--- src/rtl/tfb_pkg.sv ---
package tfb_pkg;

    typedef enum logic [1:0] {
        SZ_BYTE = 2'b00,
        SZ_HALF = 2'b01,
        SZ_WORD = 2'b10,
        SZ_NONE = 2'b11
    } acc_size_e;

    localparam logic [3:0] SEL_DATA = 4'd0;
    localparam logic [3:0] SEL_CTRL = 4'd8;

endpackage

--- src/rtl/tfb_decode.sv ---
module tfb_decode
    import tfb_pkg::*;
#(
    parameter int IDX_W     = 8,
    parameter int CMD_FIRST = 1,
    parameter int CMD_LAST  = 7,
    parameter int CTRL_A    = 8,
    parameter int CTRL_B    = 22
) (
    input  logic             valid,
    input  logic             write,
    input  acc_size_e        size,
    input  logic [IDX_W-1:0] idx,
    output logic             hit,
    output logic [3:0]       sel,
    output logic             rd,
    output logic             wr,
    output logic             miss_rd
);
    localparam logic [IDX_W-1:0] IDX_CMD_LO = IDX_W'(CMD_FIRST);
    localparam logic [IDX_W-1:0] IDX_CMD_HI = IDX_W'(CMD_LAST);
    localparam logic [IDX_W-1:0] IDX_CTL_A  = IDX_W'(CTRL_A);
    localparam logic [IDX_W-1:0] IDX_CTL_B  = IDX_W'(CTRL_B);

    always_comb begin
        hit = 1'b0;
        sel = SEL_DATA;
        unique case (size)
            SZ_BYTE: begin
                if (idx >= IDX_CMD_LO && idx <= IDX_CMD_HI) begin
                    hit = 1'b1;
                    sel = idx[3:0];
                end else if (idx == IDX_CTL_A || idx == IDX_CTL_B) begin
                    hit = 1'b1;
                    sel = SEL_CTRL;
                end
            end
            SZ_HALF, SZ_WORD: begin
                if (idx == '0) begin
                    hit = 1'b1;
                    sel = SEL_DATA;
                end
            end
            default: begin
                hit = 1'b0;
                sel = SEL_DATA;
            end
        endcase
        rd      = valid && hit && !write;
        wr      = valid && hit && write;
        miss_rd = valid && !hit && !write;
    end
endmodule

--- src/rtl/tfb_lane_swap.sv ---
module tfb_lane_swap
    import tfb_pkg::*;
#(
    parameter int DATA_W = 32
) (
    input  acc_size_e         size,
    input  logic [DATA_W-1:0] din,
    output logic [DATA_W-1:0] dout
);
    localparam int LANES = DATA_W / 8;

    logic [DATA_W-1:0] word_rev;
    logic [DATA_W-1:0] half_rev;
    logic [DATA_W-1:0] byte_only;

    for (genvar g = 0; g < LANES; g++) begin : g_lane
        assign word_rev[8*g +: 8] = din[8*(LANES-1-g) +: 8];
        if (g < 2) begin : g_low
            assign half_rev[8*g +: 8]  = din[8*(1-g) +: 8];
        end else begin : g_high
            assign half_rev[8*g +: 8]  = 8'h00;
        end
        if (g == 0) begin : g_first
            assign byte_only[7:0] = din[7:0];
        end else begin : g_rest
            assign byte_only[8*g +: 8] = 8'h00;
        end
    end

    always_comb begin
        unique case (size)
            SZ_BYTE: dout = byte_only;
            SZ_HALF: dout = half_rev;
            SZ_WORD: dout = word_rev;
            default: dout = '0;
        endcase
    end
endmodule

--- src/rtl/tfb_resp_fmt.sv ---
module tfb_resp_fmt
    import tfb_pkg::*;
#(
    parameter int DATA_W = 32
) (
    input  logic              active,
    input  logic              miss,
    input  acc_size_e         size,
    input  logic [DATA_W-1:0] swapped,
    output logic [DATA_W-1:0] rdata
);
    logic [DATA_W-1:0] fill;

    always_comb begin
        unique case (size)
            SZ_BYTE: fill = DATA_W'(8'hFF);
            SZ_HALF: fill = DATA_W'(16'hFFFF);
            default: fill = '1;
        endcase
        if (!active)
            rdata = '0;
        else if (miss)
            rdata = fill;
        else
            rdata = swapped;
    end
endmodule

--- src/rtl/mmio_taskfile_bridge.sv ---
module mmio_taskfile_bridge
    import tfb_pkg::*;
#(
    parameter int ADDR_W  = 32,
    parameter int DATA_W  = 32,
    parameter int IDX_LSB = 4,
    parameter int IDX_W   = 8
) (
    input  logic              clk,
    input  logic              rst,
    input  logic              req_valid,
    input  logic              req_write,
    input  logic [1:0]        req_size,
    input  logic [ADDR_W-1:0] req_offset,
    input  logic [DATA_W-1:0] req_wdata,
    output logic              rsp_ready,
    output logic [DATA_W-1:0] rsp_rdata,
    output logic              tf_rd,
    output logic              tf_wr,
    output logic [3:0]        tf_sel,
    output logic [1:0]        tf_size,
    output logic [DATA_W-1:0] tf_wdata,
    input  logic [DATA_W-1:0] tf_rdata
);
    typedef struct packed {
        logic              ready;
        logic              is_read;
        logic              rd;
        logic              wr;
        logic              miss;
        logic [3:0]        sel;
        acc_size_e         size;
        logic [DATA_W-1:0] wdata;
    } stage_t;

    stage_t st_d, st_q;

    acc_size_e         size_in;
    logic [IDX_W-1:0]  idx_in;
    logic              dec_hit, dec_rd, dec_wr, dec_miss_rd;
    logic [3:0]        dec_sel;
    logic [DATA_W-1:0] wdata_sw;
    logic [DATA_W-1:0] rdata_sw;

    assign size_in = acc_size_e'(req_size);
    assign idx_in  = req_offset[IDX_LSB +: IDX_W];

    tfb_decode #(.IDX_W(IDX_W)) u_decode (
        .valid   (req_valid),
        .write   (req_write),
        .size    (size_in),
        .idx     (idx_in),
        .hit     (dec_hit),
        .sel     (dec_sel),
        .rd      (dec_rd),
        .wr      (dec_wr),
        .miss_rd (dec_miss_rd)
    );

    tfb_lane_swap #(.DATA_W(DATA_W)) u_wswap (
        .size (size_in),
        .din  (req_wdata),
        .dout (wdata_sw)
    );

    always_comb begin
        st_d         = '0;
        st_d.ready   = req_valid;
        st_d.is_read = req_valid && !req_write;
        st_d.rd      = dec_rd;
        st_d.wr      = dec_wr;
        st_d.miss    = dec_miss_rd;
        st_d.sel     = dec_hit ? dec_sel : SEL_DATA;
        st_d.size    = size_in;
        st_d.wdata   = dec_wr ? wdata_sw : '0;
    end

    always_ff @(posedge clk) begin
        if (rst)
            st_q <= '0;
        else
            st_q <= st_d;
    end

    tfb_lane_swap #(.DATA_W(DATA_W)) u_rswap (
        .size (st_q.size),
        .din  (tf_rdata),
        .dout (rdata_sw)
    );

    tfb_resp_fmt #(.DATA_W(DATA_W)) u_fmt (
        .active  (st_q.is_read),
        .miss    (st_q.miss),
        .size    (st_q.size),
        .swapped (rdata_sw),
        .rdata   (rsp_rdata)
    );

    assign rsp_ready = st_q.ready;
    assign tf_rd     = st_q.rd;
    assign tf_wr     = st_q.wr;
    assign tf_sel    = st_q.sel;
    assign tf_size   = st_q.size;
    assign tf_wdata  = st_q.wdata;
endmodule

--- config.mk ---
export PLATFORM = sky130hd
export DESIGN_NAME = mmio_taskfile_bridge
export DESIGN_NICKNAME = d
export VERILOG_FILES = /design/src/rtl/tfb_pkg.sv /design/src/rtl/tfb_decode.sv /design/src/rtl/tfb_lane_swap.sv /design/src/rtl/tfb_resp_fmt.sv /design/src/rtl/mmio_taskfile_bridge.sv
export SDC_FILE = /design/constraint.sdc
export NUM_CORES = 1
export LEC_CHECK = 0
export BUFFER_PORTS_ARGS = -buffer_cell sky130_fd_sc_hd__buf_2
export CORE_ASPECT_RATIO = 1.1
export CORE_MARGIN = 8
export CORE_UTILIZATION = 38
export CTS_CLUSTER_DIAMETER = 100
export DETAILED_ROUTE_END_ITERATION = 7
export PLACE_DENSITY = 0.76
export SLEW_MARGIN = 25
export SYNTH_ARGS = -nofsm -noshare
export SYNTH_HDL_FRONTEND = slang
export SYNTH_SLANG_ARGS = --single-unit
export TNS_END_PERCENT = 20
--- constraint.sdc ---
create_clock -name clk -period 2.1 [get_ports clk]
set_clock_uncertainty 0.2 [all_clocks]
set_input_delay 0.105 -clock clk [delete_from_list [all_inputs] [get_ports clk]]
set_output_delay 0.105 -clock clk [all_outputs]
set_load 0.02 [all_outputs]
==> run summary, run 1 <==
status - finished, final reports clean
Max clock buf depth - 2
DR iter-0 viols - 138
via count - 2766
worst-path cell chain - buf_4 > nor2b_2 > buf_6 > a22oi_1 > a21boi_1 > buf_2
count leader, synth - dfxtp_1
Post-CTS Setup Inserts - 0
CTS Sinks - 43
vias in the first global route - 2833
combined buffer and inverter count along the critical path - 3
Via density - 5.299
Residual DRC - 0
number of CTS-inserted buffers - 5
Die Footprint - 7958 µm²
number of max-cap violations - 0
Peak VDD IR - 0.5306 mV
H-tree depth - 2
max-slew violations - 0
Synth cell types - 32
CP Capture Type - output port
worst-path fanout max - 13
CP Launch Type - flip-flop
RSZ-0062 raised after global routing - no
initial antenna violation count - 1
synth warn - 0
area post-placement - 2851 µm²
fmax - 498.1 MHz
Syn Nets - 344
worst min-delay path class - in2reg
Post-Syn Area - 2036 µm²
Worst Tran Pin Value - 0.7582 ns
IO Port Bufs - 150
Final Critical Period - 2.007 ns
fraction of layout cells with a size suffix above 1 - 40.45%
Yosys reg bits - 43
gr usage total - 23.02%
Detail Placement HPWL - 5.802 mm
dominant cells by area after synthesis - dfxtp_1 (42%), a21oi_1 (7.9%), nor2_1 (6.6%)
Crit Path Category - reg2out
WP data required - 1.79 ns
static leakage - 1.816 nW
Core Area - 5290 µm²
Setup TNS - 0 ns
Synth Flop Type - dfxtp_1
Initial Util - 38.48%
max incr delay on CP - 0.36 ns
CTS tree - built
DRT antenna net count - 0
ys async rst share - 0%
DIE HEIGHT - 92.77 µm
post-route worst setup slack - 0.09253 ns
# rows - 28
delay-heaviest family, CP - buffers and inverters
clk slew on worst S/H paths - 0.08 ns
final number of setup-violating endpoints - 0
Mean Syn Cell Area - 8.553 µm²
Hold Fails Final Rpt - 0
Final #Nets - 550
Critical Path AT - 1.70 ns
Total Power - 0.001883 W
Final GP Congestion - 0.9031
EDFF count, synth - 0
Slowest-stage cell, CP - dfxtp_1
first-pass GRT wire length - 14.41 mm
die width - 85.79 µm
Routed WL per cell - 18.12 µm
Place WS - 0.05108 ns
Worst slew margin - 49.45%
Synth top area share - 42.29%
sequential area share after synthesis - 42.29%
Final Cell Area - 3612 µm²
leading area contributor after synthesis - dfxtp_1
PD cells - 521.2 nW/µm²
area grow syn2layout - 77.44%
root buffer cell - clkbuf_8
Detailed Route WL - 9.458 mm
cell count after synthesis - 238
Pre-antenna DRT Iters - 5
final period utilization - 95.59%
num ports - 175
most frequent cells after synthesis - dfxtp_1 (43), nor2_1 (36), a21oi_1 (32)
total congestion overflow - 0
largest net degree at the start of global routing - 26
-- final cells by class --
class	instances	area [µm²]
Fill cell	410	1678
Timing Repair Buffer	219	1423
Multi-Input combinational cell	170	1095
Sequential cell	43	862.1
Tap cell	75	93.84
Clock buffer	5	68.82
Clock inverter	3	46.29
Inverter	5	18.77
Antenna cell	2	5.005
-- power by group --
group          switching, W  total [W]  internal, W
combinational      0.000184   0.000395     0.000210
clock              0.000304   0.000662     0.000358
sequential       0.00000640   0.000826     0.000820
total              0.000494    0.00188      0.00139
-- kinds of logic after synthesis --
kind of cell	count (synthesis)	share of synthesized area (%)
AOI/OAI and AO/OA	77	25.57
buffers and inverters	25	5.285
and+or+nand+nor	88	23.91
DFF	43	42.29
adders and majority gates	4	2.459
muxes	1	0.4917
-- worst paths after layout --
check  slack (ns)             to  depth (start not counted)           from
min          0.06      tf_sel[3]                          4  req_offset[5]
max          0.09  rsp_rdata[13]                          6     tf_size[0]
-- stage by stage --
step	hold WS, ns	utilization, %	cells
finish	0.06373	68.28	522
CTS	0.01140	67.57	519
floorplan	-0.02831	-	238
global placement	0.1140	53.90	451
detailed placement	0.1172	53.90	451
global route	0.1006	68.24	521
-- metal layers --
metal	up-vias	track usage (%)	wire, µm	share of wire [%]
li1	1266	-	-	-
met1	1275	20.65	3065	32
met2	181	42.46	4898	52
met3	44	7.352	918	9.7
met4	0	16.81	576	6.1
met5	-	0	0	0
-- layout by cell type (no fill, tap or decap), types with 2 or more instances in the layout --
cell type / n
and3_1: 18
nor2b_2: 2
o21ai_2: 2
buf_2: 150
o21ai_0: 6
o21ai_1: 2
inv_1: 4
dlygate4sd3_1: 60
ha_1: 4
a222oi_1: 8
diode_2: 2
and2_1: 12
a21boi_1: 8
nor2_1: 36
nor3_1: 3
buf_4: 8
a22oi_1: 16
clkbuf_8: 5
and4b_1: 2
a21oi_1: 32
nor2b_1: 8
dfxtp_1: 42
-- state kept, by name (all words and copies together), names as in the netlist --
signal / count
tf_size: 2
st_q: 2
tf_wdata: 32
tf_rd: 1
tf_sel: 4
rsp_ready: 1
tf_wr: 1
-- repair_timing --
item,4_1_cts,5_1_grt
pin swaps,0,0
resized for setup,3,6
hold endpoints to repair,42,0
hold buffers,60,0
endpoints found under the setup margin,28,10
gates cloned,0,1
Power figures use the tool's default switching activity.
==> inputs of run 2 (changes only) <==
Settings changed: SETUP_SLACK_MARGIN set to 0.5.
==> run 2 against run 1 <==
Fmax up 13%. Largest cell class unchanged. Critical endpoint is now rsp_rdata[10]. Total power down 4.3%. Highest routed layer unchanged. Core utilization up 5.4 points. Sequential power about the same.
==> run summary, run 2 (synthesis results as in run 1) <==
largest net degree at the start of global routing - 26
max-slew violations - 0
fraction of layout cells with a size suffix above 1 - 54.20%
area grow syn2layout - 91.40%
most frequent cells in the layout - buf_2 (135), dlygate4sd3_1 (46), dfxtp_1 (41)
Routed WL per cell - 18.76 µm
final period utilization - 84.26%
Residual DRC - 0
DR iter-0 viols - 136
Worst Tran Pin Value - 0.6309 ns
total congestion overflow - 0
final number of setup-violating endpoints - 0
gr usage total - 22.89%
root buffer cell - clkbuf_8
Detailed Route WL - 9.681 mm
initial antenna violation count - 0
DIE HEIGHT - 92.77 µm
Hold Fails Final Rpt - 0
# diodes - 0
Detail Placement HPWL - 6.021 mm
met2 Track Usage GR - 46.54%
Total Power - 0.001802 W
Via density - 5.279
Initial Util - 38.48%
Global Route met1 Usage - 19.74%
Final GP Congestion - 0.8695
WP data required - 1.79 ns
PD cells - 462.6 nW/µm²
die width - 85.79 µm
H-tree depth - 2
CP Capture Type - output port
Most Crowded Layer GR - met2
Final Critical Period - 1.769 ns
clk slew on worst S/H paths - 0.09 ns
Worst slew margin - 57.94%
Peak VDD IR - 0.4679 mV
Max clock buf depth - 2
CP Launch Type - flip-flop
Die Footprint - 7958 µm²
fin cells - 516
max reg flops - 32
number of max-cap violations - 0
CTS tree - built
Hold Worst Slack - 0.02809 ns
first-pass GRT wire length - 14.49 mm
number of CTS-inserted buffers - 5
Pre-antenna DRT Iters - 5
fmax - 565.1 MHz
IO Port Bufs - 150
met3 Use GR - 7.883%
num ports - 175
worst min-delay path class - in2reg
Crit Path Category - reg2out
static leakage - 1.866 nW
vias in the first global route - 2828
RSZ-0062 raised after global routing - yes
via count - 2724
Critical Path AT - 1.46 ns
placed cell count - 452
worst hold start - req_offset[5]
DRT antenna net count - 0
status - finished, final reports clean
Final #Nets - 546
commonest non-fill, non-tap cell in the layout - buf_2
# rows - 28
hold worst-path end - tf_sel[3]
WHS Path Cells - 4
Core Area - 5290 µm²
worst-path fanout max - 6
Setup TNS - 0 ns
CTS Sinks - 43
## run 2: timing repair
action	4_1_cts	5_1_grt
resized for setup	60	16
pin swaps	6	6
endpoints found under the setup margin	32	67
endpoints found under the hold margin	42	0
cloned	3	0
hold buffers	46	0
setup buffers	6	1
## run 2: area by class of cell
type | instances | area, µm²
fillers | 356 | 1394
inverters | 5 | 18.77
well taps | 75 | 93.84
clock inverters | 3 | 20.02
flip-flops and latches | 43 | 868.3
repair buffers | 215 | 1481
multi-input cells | 170 | 1345
clock buffers | 5 | 68.82
## run 2: power by group
group          total, W  leakage, nW  switching (W)  internal, W
clock          0.000522       0.0402       0.000290     0.000232
combinational  0.000457         1.48       0.000223     0.000234
sequential     0.000824        0.348     0.00000533     0.000818
total           0.00180         1.87       0.000519      0.00128
## run 2: worst max-delay path: stages, from the launching register on
cell and delay [ns]:
dfxtp_4 0.39, nor2b_4 0.20, buf_6 0.15, a22oi_2 0.08, a21boi_2 0.20, buf_6 0.15
## run 2: metrics by stage
stage	instance area, µm²	setup slack [ns]	utilization [%]
after floorplan	2225	0.4814	-
after global placement	3010	0.3388	56.91
after detailed placement	3010	0.3101	56.91
after CTS	3832	0.3721	72.45
after global routing	3896	0.2661	73.65
final	3896	0.3305	73.65
## run 2: layer usage
| layer | up-vias | wire length [µm] |
|---|---|---|
| met3 | 22 | 908 |
| met1 | 1286 | 3209 |
| met4 | 0 | 233 |
| met2 | 159 | 5329 |
| met5 | - | 0 |
| li1 | 1257 | - |
## run 2: worst max-delay path by stage
stage	from	end	slack, ns	cells after the start
global placement	req_size[0]	tf_wdata[9]	0.34	8
detailed placement	req_size[1]	tf_wdata[4]	0.31	8
finish	tf_size[1]	rsp_rdata[10]	0.33	5
global route	tf_size[1]	rsp_rdata[10]	0.27	5
floorplan	tf_size[0]	rsp_rdata[4]	0.48	6
CTS	tf_size[1]	rsp_rdata[14]	0.37	5
